$ cat src/rtl/dqs_cal_pkg.sv
package dqs_cal_pkg;
    localparam int NBITS  = 9;
    localparam int LFSR_W = 23;

    typedef enum logic [2:0] {
        ST_IDLE  = 3'd0,
        ST_RIGHT = 3'd1,
        ST_LEFT  = 3'd2,
        ST_CALC  = 3'd3,
        ST_DONE  = 3'd4
    } cal_st_e;

    function automatic logic [LFSR_W-1:0] lfsr_adv8(input logic [LFSR_W-1:0] s);
        logic [LFSR_W-1:0] t;
        t = s;
        for (int i = 0; i < 8; i++) begin
            t = {t[LFSR_W-2:0], t[22] ^ t[17]};
        end
        return t;
    endfunction
endpackage

$ cat src/rtl/dqs_cal_beat_gen.sv
module dqs_cal_beat_gen
    import dqs_cal_pkg::*;
(
    input  logic [LFSR_W-1:0] state_i,
    output logic [LFSR_W-1:0] next_o,
    output logic [7:0]        dq_o,
    output logic              dbi_n_o
);
    logic [7:0] raw;
    logic [3:0] zeros;

    assign raw    = state_i[7:0];
    assign next_o = lfsr_adv8(state_i);

    always_comb begin
        zeros = '0;
        for (int i = 0; i < 8; i++) begin
            zeros = zeros + {3'd0, ~raw[i]};
        end
    end

    assign dbi_n_o = (zeros > 4'd4) ? 1'b0 : 1'b1;
    assign dq_o    = dbi_n_o ? raw : ~raw;
endmodule

$ cat src/rtl/dqs_cal_cmp.sv
module dqs_cal_cmp
    import dqs_cal_pkg::*;
(
    input  logic [7:0]       drv_dq_i,
    input  logic             drv_dbi_n_i,
    input  logic [7:0]       cap_dq_i,
    input  logic             cap_dbi_n_i,
    output logic [NBITS-1:0] miss_o
);
    logic [NBITS-1:0] drv, cap;
    assign drv = {drv_dbi_n_i, drv_dq_i};
    assign cap = {cap_dbi_n_i, cap_dq_i};

    for (genvar b = 0; b < NBITS; b++) begin : g_bit
        assign miss_o[b] = drv[b] ^ cap[b];
    end
endmodule

$ cat src/rtl/dqs_cal_edge_reduce.sv
module dqs_cal_edge_reduce
    import dqs_cal_pkg::*;
#(
    parameter int TAP_W = 6
) (
    input  logic [NBITS-1:0][TAP_W-1:0] left_i,
    input  logic [NBITS-1:0][TAP_W-1:0] right_i,
    output logic [TAP_W-1:0]            worst_left_o,
    output logic [TAP_W-1:0]            worst_right_o
);
    always_comb begin
        worst_left_o  = '0;
        worst_right_o = '1;
        for (int b = 0; b < NBITS; b++) begin
            if (left_i[b] > worst_left_o)   worst_left_o  = left_i[b];
            if (right_i[b] < worst_right_o) worst_right_o = right_i[b];
        end
    end
endmodule

$ cat src/rtl/dqs_center_cal.sv
module dqs_center_cal
    import dqs_cal_pkg::*;
#(
    parameter int                TAP_W = 6,
    parameter int                BEAT_W = 8,
    parameter logic [LFSR_W-1:0] SEED  = 23'h3A5C71
) (
    input  logic                   clk,
    input  logic                   rst_n,
    input  logic                   start_i,
    input  logic [TAP_W-1:0]       init_tap_i,
    input  logic [BEAT_W-1:0]      beats_i,
    output logic [7:0]             dq_o,
    output logic                   dbi_n_o,
    input  logic [7:0]             cap_dq_i,
    input  logic                   cap_dbi_n_i,
    output logic [TAP_W-1:0]       tap_o,
    output logic                   busy_o,
    output logic                   done_o,
    output logic                   err_o,
    output logic [TAP_W-1:0]       center_o,
    output logic [NBITS*TAP_W-1:0] right_edge_o,
    output logic [NBITS*TAP_W-1:0] left_edge_o
);
    localparam logic [TAP_W-1:0] TAP_MAX = '1;

    typedef struct packed {
        cal_st_e                     st;
        logic [TAP_W-1:0]            tap;
        logic [TAP_W-1:0]            init;
        logic [TAP_W-1:0]            center;
        logic [BEAT_W-1:0]           beats;
        logic [BEAT_W-1:0]           beat;
        logic [LFSR_W-1:0]           lfsr;
        logic [NBITS-1:0]            acc;
        logic [NBITS-1:0]            found;
        logic [NBITS-1:0][TAP_W-1:0] right;
        logic [NBITS-1:0][TAP_W-1:0] left;
        logic                        err;
    } regs_t;

    regs_t r_q, r_d;

    logic [LFSR_W-1:0] lfsr_next;
    logic [NBITS-1:0]  miss, fail;
    logic [TAP_W-1:0]  worst_l, worst_r;
    logic [TAP_W:0]    edge_sum;
    logic              last_beat;

    dqs_cal_beat_gen u_gen (
        .state_i (r_q.lfsr),
        .next_o  (lfsr_next),
        .dq_o    (dq_o),
        .dbi_n_o (dbi_n_o)
    );

    dqs_cal_cmp u_cmp (
        .drv_dq_i    (dq_o),
        .drv_dbi_n_i (dbi_n_o),
        .cap_dq_i    (cap_dq_i),
        .cap_dbi_n_i (cap_dbi_n_i),
        .miss_o      (miss)
    );

    dqs_cal_edge_reduce #(.TAP_W(TAP_W)) u_red (
        .left_i        (r_q.left),
        .right_i       (r_q.right),
        .worst_left_o  (worst_l),
        .worst_right_o (worst_r)
    );

    assign fail      = r_q.acc | miss;
    assign last_beat = ({1'b0, r_q.beat} + 1'b1) >= {1'b0, r_q.beats};
    assign edge_sum  = {1'b0, worst_l} + {1'b0, worst_r};

    always_comb begin
        r_d = r_q;
        unique case (r_q.st)
            ST_IDLE, ST_DONE: begin
                if (start_i) begin
                    r_d.st    = ST_RIGHT;
                    r_d.tap   = init_tap_i;
                    r_d.init  = init_tap_i;
                    r_d.beats = beats_i;
                    r_d.beat  = '0;
                    r_d.lfsr  = SEED;
                    r_d.acc   = '0;
                    r_d.found = '0;
                    r_d.right = '0;
                    r_d.left  = '0;
                    r_d.err   = 1'b0;
                end
            end
            ST_RIGHT, ST_LEFT: begin
                r_d.lfsr = lfsr_next;
                r_d.beat = r_q.beat + 1'b1;
                r_d.acc  = fail;
                if (last_beat) begin
                    r_d.lfsr = SEED;
                    r_d.beat = '0;
                    r_d.acc  = '0;
                    if (r_q.st == ST_RIGHT) begin
                        if (r_q.tap == r_q.init && |fail) begin
                            r_d.err    = 1'b1;
                            r_d.center = r_q.init;
                            r_d.st     = ST_DONE;
                        end else begin
                            for (int b = 0; b < NBITS; b++) begin
                                if (!r_q.found[b]) begin
                                    if (fail[b]) begin
                                        r_d.right[b] = r_q.tap - 1'b1;
                                        r_d.found[b] = 1'b1;
                                    end else if (r_q.tap == TAP_MAX) begin
                                        r_d.right[b] = TAP_MAX;
                                        r_d.found[b] = 1'b1;
                                    end
                                end
                            end
                            if (&r_d.found) begin
                                if (r_q.init == '0) begin
                                    r_d.st = ST_CALC;
                                end else begin
                                    r_d.st    = ST_LEFT;
                                    r_d.tap   = r_q.init - 1'b1;
                                    r_d.found = '0;
                                end
                            end else begin
                                r_d.tap = r_q.tap + 1'b1;
                            end
                        end
                    end else begin
                        for (int b = 0; b < NBITS; b++) begin
                            if (!r_q.found[b]) begin
                                if (fail[b]) begin
                                    r_d.left[b]  = r_q.tap + 1'b1;
                                    r_d.found[b] = 1'b1;
                                end else if (r_q.tap == '0) begin
                                    r_d.left[b]  = '0;
                                    r_d.found[b] = 1'b1;
                                end
                            end
                        end
                        if (&r_d.found) r_d.st  = ST_CALC;
                        else            r_d.tap = r_q.tap - 1'b1;
                    end
                end
            end
            ST_CALC: begin
                r_d.center = edge_sum[TAP_W:1];
                r_d.tap    = edge_sum[TAP_W:1];
                r_d.st     = ST_DONE;
            end
            default: r_d.st = ST_IDLE;
        endcase
    end

    always_ff @(posedge clk) begin
        if (!rst_n) begin
            r_q      <= '0;
            r_q.st   <= ST_IDLE;
            r_q.lfsr <= SEED;
        end else begin
            r_q <= r_d;
        end
    end

    assign tap_o        = r_q.tap;
    assign busy_o       = (r_q.st == ST_RIGHT) || (r_q.st == ST_LEFT) || (r_q.st == ST_CALC);
    assign done_o       = (r_q.st == ST_DONE);
    assign err_o        = r_q.err;
    assign center_o     = r_q.center;
    assign right_edge_o = r_q.right;
    assign left_edge_o  = r_q.left;
endmodule

$ cat config.mk
export PLATFORM = sky130hd
export DESIGN_NAME = dqs_center_cal
export DESIGN_NICKNAME = d
export VERILOG_FILES = /design/src/rtl/dqs_cal_pkg.sv /design/src/rtl/dqs_cal_beat_gen.sv /design/src/rtl/dqs_cal_cmp.sv /design/src/rtl/dqs_cal_edge_reduce.sv /design/src/rtl/dqs_center_cal.sv
export SDC_FILE = /design/constraint.sdc
export NUM_CORES = 1
export LEC_CHECK = 0
export ABC_AREA = 1
export ABC_CLOCK_PERIOD_IN_PS = 10400
export BUFFER_PORTS_ARGS = -buffer_cell sky130_fd_sc_hd__buf_2
export CORE_MARGIN = 2
export CORE_UTILIZATION = 40
export DETAILED_ROUTE_END_ITERATION = 16
export PLACE_DENSITY = 0.66
export RECOVER_POWER = 25
export SYNTH_ARGS = -nofsm -noshare
export SYNTH_HDL_FRONTEND = slang
export SYNTH_SLANG_ARGS = --single-unit
$ cat constraint.sdc
create_clock -name clk -period 10.4 [get_ports clk]
set_clock_uncertainty 0.1 [all_clocks]
set_input_delay 2.08 -clock clk [delete_from_list [all_inputs] [get_ports clk]]
set_output_delay 2.08 -clock clk [all_outputs]
set_load 0.01 [all_outputs]
Word level (Yosys, flattened, before mapping)
Cells that the tools add are included.

Bits of input ports: 26. Logic and storage cells: 358. Register bits after elaboration: 187. Output and inout bits: 132.

Mux-type cells: 187. $add $sub $neg: 13. Equality and inequality tests: 44. Bitwise gates (word level): 27. Reductions and logical operators: 39. Magnitude comparators: 20.

Operators with widths (count): 2-to-1 mux 6 bit (63); 2-to-1 mux 158 bit (2); one-hot mux 158 bit (2 select lines) (1); 2-to-1 mux 54 bit (2); 2-to-1 mux 1 bit (105); 2-to-1 mux 63 bit (1); != test 3 bit, second input constant (21); AND reduction 7 bit (9); AND reduction 6 bit (10); greater-than comparator 6 bit (8); < comparator 6 bit (8); 2-to-1 mux 9 bit (5); != test 2 bit, second input constant (15); adder 4 x 1 -> 4 bit (6); one-hot mux 6 bit (3 select lines) (1); AND reduction 9 bit (2); XOR 1 bit (17); 2-to-1 mux 15 bit (1); zero test 6 bit (2); one-hot mux 6 bit (2 select lines) (1); AND reduction 4 bit (3); subtractor 6 x 1 -> 6 bit, second input constant (2); adder 8 x 1 -> 9 bit, second input constant (1); >= comparator 9 x 8 -> 1 bit (1); 28 further kinds (43).

Logic depth before layout (Yosys ltp)
Word-level depth: 24. Gate-level depth with buffers: 86. Gate-level depth less buffers: 80.

By module
Synthesis repeated with hierarchy kept, for this count alone.

Cell total of the unflattened synthesis: 2234. Area, all modules: 14824.2 um^2.

Modules (own cells, without submodules): dqs_center_cal (cells an instance 1454, area an instance 10273.6 um^2, sequential area each 3743.6 um^2, times used 1); dqs_cal_edge_reduce (cells an instance 657, area an instance 3865.0 um^2, sequential area each 0.0 um^2, times used 1); dqs_cal_beat_gen (cells an instance 78, area an instance 516.7 um^2, sequential area each 0.0 um^2, times used 1); dqs_cal_cmp (cells an instance 45, area an instance 168.9 um^2, sequential area each 0.0 um^2, times used 1).

Least setup slack after synthesis
OpenSTA, ideal clock, no wires.

Kind: register to register. Start point: register r_q (netlist bit right_edge_o[1]). End point: register r_q (netlist bit tap_o[5]). Period minus slack after synthesis: 11.019 ns. Arrival time: 10.823 ns. Cell stages (with the launch flop): 67. Buffers on the path: 8. Setup slack: -0.619 ns. Data required time: 10.205 ns. Setup time: 0.095 ns. Cell sequence: dfxtp_1 > inv_1 > ha_1 > a21boi_0 > o21ai_0 > nand2_1 > clkbuf_1 > o21ai_0 > ha_1 > a21oi_1 > nor2_1 > a211oi_1 > nand2_1 > clkbuf_1 > o21ai_0 > ha_1 > a21oi_1 > nor2_1 > [31 not listed] > o21ai_0 > ha_1 > a21oi_1 > nor2_1 > a211oi_1 > nand2_1 > clkbuf_1 > nand2_1 > o21a_1 > inv_1 > fa_1 > o31ai_1 > nand2_1 > inv_1 > o21ai_0 > a21oi_1 > a21oi_1 > a221oi_1.

Longest elaborated chain between the ends: 20.

RTL lines: from (decl) (RTL line dqs_center_cal.sv:42) `regs_t r_q, r_d;`; from (signal assigned) (RTL line dqs_center_cal.sv:163) `r_q <= r_d;`; < comparator 6 bit (RTL line dqs_cal_edge_reduce.sv:16) `if (right_i[b] < worst_right_o) worst_right_o = right_i[b];`; 2-to-1 mux 6 bit (*) (RTL line dqs_cal_edge_reduce.sv:16); < comparator 6 bit (RTL line dqs_cal_edge_reduce.sv:16); 2-to-1 mux 6 bit (*) (RTL line dqs_cal_edge_reduce.sv:16); < comparator 6 bit (RTL line dqs_cal_edge_reduce.sv:16); 2-to-1 mux 6 bit (*) (RTL line dqs_cal_edge_reduce.sv:16); < comparator 6 bit (RTL line dqs_cal_edge_reduce.sv:16); 2-to-1 mux 6 bit (*) (RTL line dqs_cal_edge_reduce.sv:16); [4 not listed]; < comparator 6 bit (RTL line dqs_cal_edge_reduce.sv:16); 2-to-1 mux 6 bit (*) (RTL line dqs_cal_edge_reduce.sv:16); < comparator 6 bit (RTL line dqs_cal_edge_reduce.sv:16); 2-to-1 mux 6 bit (*) (RTL line dqs_cal_edge_reduce.sv:16); < comparator 6 bit (RTL line dqs_cal_edge_reduce.sv:16); 2-to-1 mux 6 bit (*) (RTL line dqs_cal_edge_reduce.sv:16); adder 6 x 6 -> 7 bit (*) (RTL line dqs_center_cal.sv:74) `assign edge_sum = {1'b0, worst_l} + {1'b0, worst_r};`; one-hot mux 6 bit (3 select lines) (*) (RTL line dqs_center_cal.sv:78) `unique case (r_q.st)`.

Mark *: on every way between the ends. The rest lies on a longest branch, timed or not. A chain may end at the register's enable or synchronous reset.

Worst setup path after layout
Ends and elaborated chain as after synthesis.

==> results.sh <==
export IMPL_avgRoutedWirePerCell_um=16.9
export IMPL_fin_nets=2308
export IMPL_route_antenna_remaining_nets=0
export IMPL_yosysSeqAreaShare=0.275
export IMPL_grt_start_max_net_pins=80
export IMPL_grt_setup_unrepaired="yes"
export IMPL_dp_hpwl_um=31300
export IMPL_std_cell_rows=67
export IMPL_clock_sink_count=187
export IMPL_first_global_vias=13433
export IMPL_dr_first_iter_drc_count=1282
export IMPL_cts_buffers_inserted=17
export IMPL_track_usage=0.238
export IMPL_place_detailed_instances=2556
export IMPL_drt_vias_per_instance=5.39
export IMPL_most_used_flip_flop_cell_after_synthesis="dfxtp_1"
export IMPL_detail_route_wirelength_um=44700
export IMPL_grt_most_used_layer="met2"
export IMPL_critical_path_class="register to register"
export IMPL_syn_num_nets=2116
export IMPL_groute_layer_met2_usage=0.411
export IMPL_finalSetupViolations=0
export IMPL_worst_path_max_delay_cell="ha_1"
export IMPL_synthCells=1989
export IMPL_worstHoldPathType="register to register"
export IMPL_cts_reportedPaths_clkPinSlew_ns=0.07
export IMPL_grt_first_pass_wirelength_um=68500
export IMPL_post_synth_top_count_cell="nand2_1"
export IMPL_die_height_um=188
export IMPL_detailroute_via_count=14228
export IMPL_antenna_found_initial=0
export IMPL_yosys_warnings=0
export IMPL_cp_required_ns=10.65
export IMPL_cts_hold_buf=0
export IMPL_ys_types=50
export IMPL_boundaryPins=158
export IMPL_first_pass_iters=7
export IMPL_globalplace_congestion=0.911
export IMPL_clk_insertion_delay_late_ns=0.45
export IMPL_finalHoldWorstSlack_ns=0.361
export IMPL_layout_min_cycle_time_ns=10.22
export IMPL_slew_headroom=0.122
export IMPL_gr_total_overflow=0
export IMPL_slowest_delay_ns=0.34
export IMPL_drive_above_1_share=0.291
export IMPL_cp_end_kind="register"
export IMPL_initial_utilization=0.405
export IMPL_dieWidth_um=188
export IMPL_synth_area_leader_cell="dfxtp_1"
export IMPL_fp_dieArea_um2=35500
export IMPL_worst_pin_slew_ns=1.31
export IMPL_outcome="finished, final reports clean"
export IMPL_path_max_fanout=7
export IMPL_syn_avg_cell_area_um2=6.83
export IMPL_ctsLongestPathBuffers=2
export IMPL_number_of_flops_mapped_to_enable_cells_by_yosys=0
export IMPL_finalHoldViolCount=0
export IMPL_area_growth_pct=25.4
export IMPL_num_antenna_cells=0
export IMPL_ys_top_cells_by_area="dfxtp_1 28%, nand2_1 10%, ha_1 8.8%"
export IMPL_cts_tree="done"
export IMPL_timing_critical_path_from_type="register"
export IMPL_io_buffer_count=157
export IMPL_yosys_area_top_type_share=0.275
export IMPL_achievable_frequency_mhz=97.9
export IMPL_clock_tree_root_cell="clkbuf_16"
export IMPL_final_non_filler_cell_total=2641
export IMPL_synth_cells_most_frequent="374 x nand2_1, 230 x a21oi_1, 212 x inv_1, 187 x dfxtp_1, 134 x o21ai_0"
export IMPL_core_box_area_um2=33500
export IMPL_max_slew_violation_count=0
export IMPL_critPathArrivalTime_ns=10.46
export IMPL_synth_ff_latch_count=187
export IMPL_cts_htree_levels=4
export IMPL_grt_util_met1=0.300
export IMPL_period_share=0.982
export IMPL_met3_usage=0.0345
export IMPL_mappedNetlistArea_um2=13600
export IMPL_asyncSetResetFlopFracSynth=0
export IMPL_critical_path_top_cell_by_count="nand2_2"
export IMPL_max_cap_violations=0
export IMPL_route_detailed_drc=0
critical path, delay by kind of cell, from the launching register on:
| kind | cells | cell delay, ns |
|---|---|---|
| AOI/OAI and AO/OA | 27 | 4.25 |
| and+or+nand+nor | 23 | 2.36 |
| adders and majority gates | 9 | 2.40 |
| buffers and inverters | 6 | 0.67 |
| DFF | 1 | 0.33 |
state kept, by name, indices dropped and copies added (netlist names):
register and count:
center_o 6, err_o 1, left_edge_o 54, r_q 66, right_edge_o 54, tap_o 6
layout by cell type, fill, tap and decap left out, types with 5 or more instances in the layout:
master / netlist / routed
ha_4: 0 / 26
nand2_1: 374 / 329
inv_2: 4 / 16
clkbuf_1: 72 / 27
o21ai_4: 1 / 12
nand3b_1: 8 / 8
inv_1: 212 / 199
nor2_2: 3 / 19
o21ai_1: 8 / 13
a211oi_2: 0 / 7
nor2_4: 7 / 13
nor2_1: 121 / 99
a31oi_1: 5 / 5
nor3_1: 60 / 58
xor2_1: 33 / 33
a22oi_1: 13 / 13
buf_2: 1 / 134
nand4_1: 9 / 9
dfxtp_2: 0 / 10
nor4_1: 7 / 7
clkbuf_16: 0 / 17
o21ai_2: 5 / 30
o21ai_0: 134 / 93
o22ai_1: 8 / 8
nand3_1: 129 / 123
o211ai_1: 11 / 11
dfxtp_1: 187 / 177
ha_1: 96 / 67
o21bai_1: 10 / 10
nand2_2: 15 / 53
clkinv_1: 9 / 9
buf_6: 3 / 15
o21a_1: 6 / 5
nand3_2: 16 / 20
a21oi_2: 0 / 17
a211oi_1: 32 / 22
buf_4: 121 / 195
a21oi_1: 230 / 209
nand2_4: 4 / 14
path summary, 6_finish.rpt:
kind	from	slack, ns	end	cells after the start
setup reg to reg	right_edge_o[1]$_SDFFE_PN0P_	0.18	tap_o[5]$_SDFFE_PN0P_	65
setup / recovery	right_edge_o[1]$_SDFFE_PN0P_	0.18	tap_o[5]$_SDFFE_PN0P_	65
hold reg to reg	r_q[135]$_SDFFE_PN0P_	0.36	r_q[143]$_SDFFE_PN0P_	2
hold / removal	r_q[135]$_SDFFE_PN0P_	0.36	r_q[143]$_SDFFE_PN0P_	2
cell type report:
type	count	area, um2
clock inverter	7	60.1
multi-input combinational	1383	8950
sequential	187	3760
tap	448	561
inverter	225	846
fill	3293	16500
clock buffer	24	482
timing repair buffer	367	2390
through the flow:
| stage | cell area [um2] | TNS [ns] | setup slack [ns] | utilization |
|---|---|---|---|---|
| 2_1_floorplan | 13600 | 0 | 0.0230 | - |
| 3_3_place_gp | 14900 | -3.72 | -0.509 | 0.446 |
| 3_5_place_dp | 14900 | -11.18 | -1.15 | 0.446 |
| 4_1_cts | 16000 | -0.120 | -0.0582 | 0.476 |
| 5_1_grt | 17000 | -2.96 | -0.402 | 0.508 |
| 6_report | 17000 | 0 | 0.182 | 0.508 |
logic make-up (layout without fill, tap and decap cells):
kind of cell | Yosys count | after routing | share of synthesized area
simple gates | 762 | 769 | 0.257
compound gates | 478 | 478 | 0.196
xor+xnor | 35 | 35 | 0.0226
fa+ha+maj | 101 | 101 | 0.0957
flops | 187 | 187 | 0.275
buf+inv | 426 | 623 | 0.153
what timing repair did:
item | CTS | global route
setup endpoints to repair | 12 | 12
buffers inserted | 24 | 24
pin swaps | 61 | 108
gates cloned | 6 | 2
resized for setup | 90 | 202
layer usage:
| metal | routed length (um) | vias up | part of all wire |
|---|---|---|---|
| met5 | 0 | - | 0 |
| met4 | 1400 | 0 | 0.031 |
| met3 | 2450 | 98 | 0.055 |
| met2 | 21400 | 473 | 0.48 |
| met1 | 19400 | 6741 | 0.43 |
| li1 | - | 6916 | - |
Power is not shown: default switching activity piles up to over one toggle a cycle in this logic, so the estimate is an artifact.
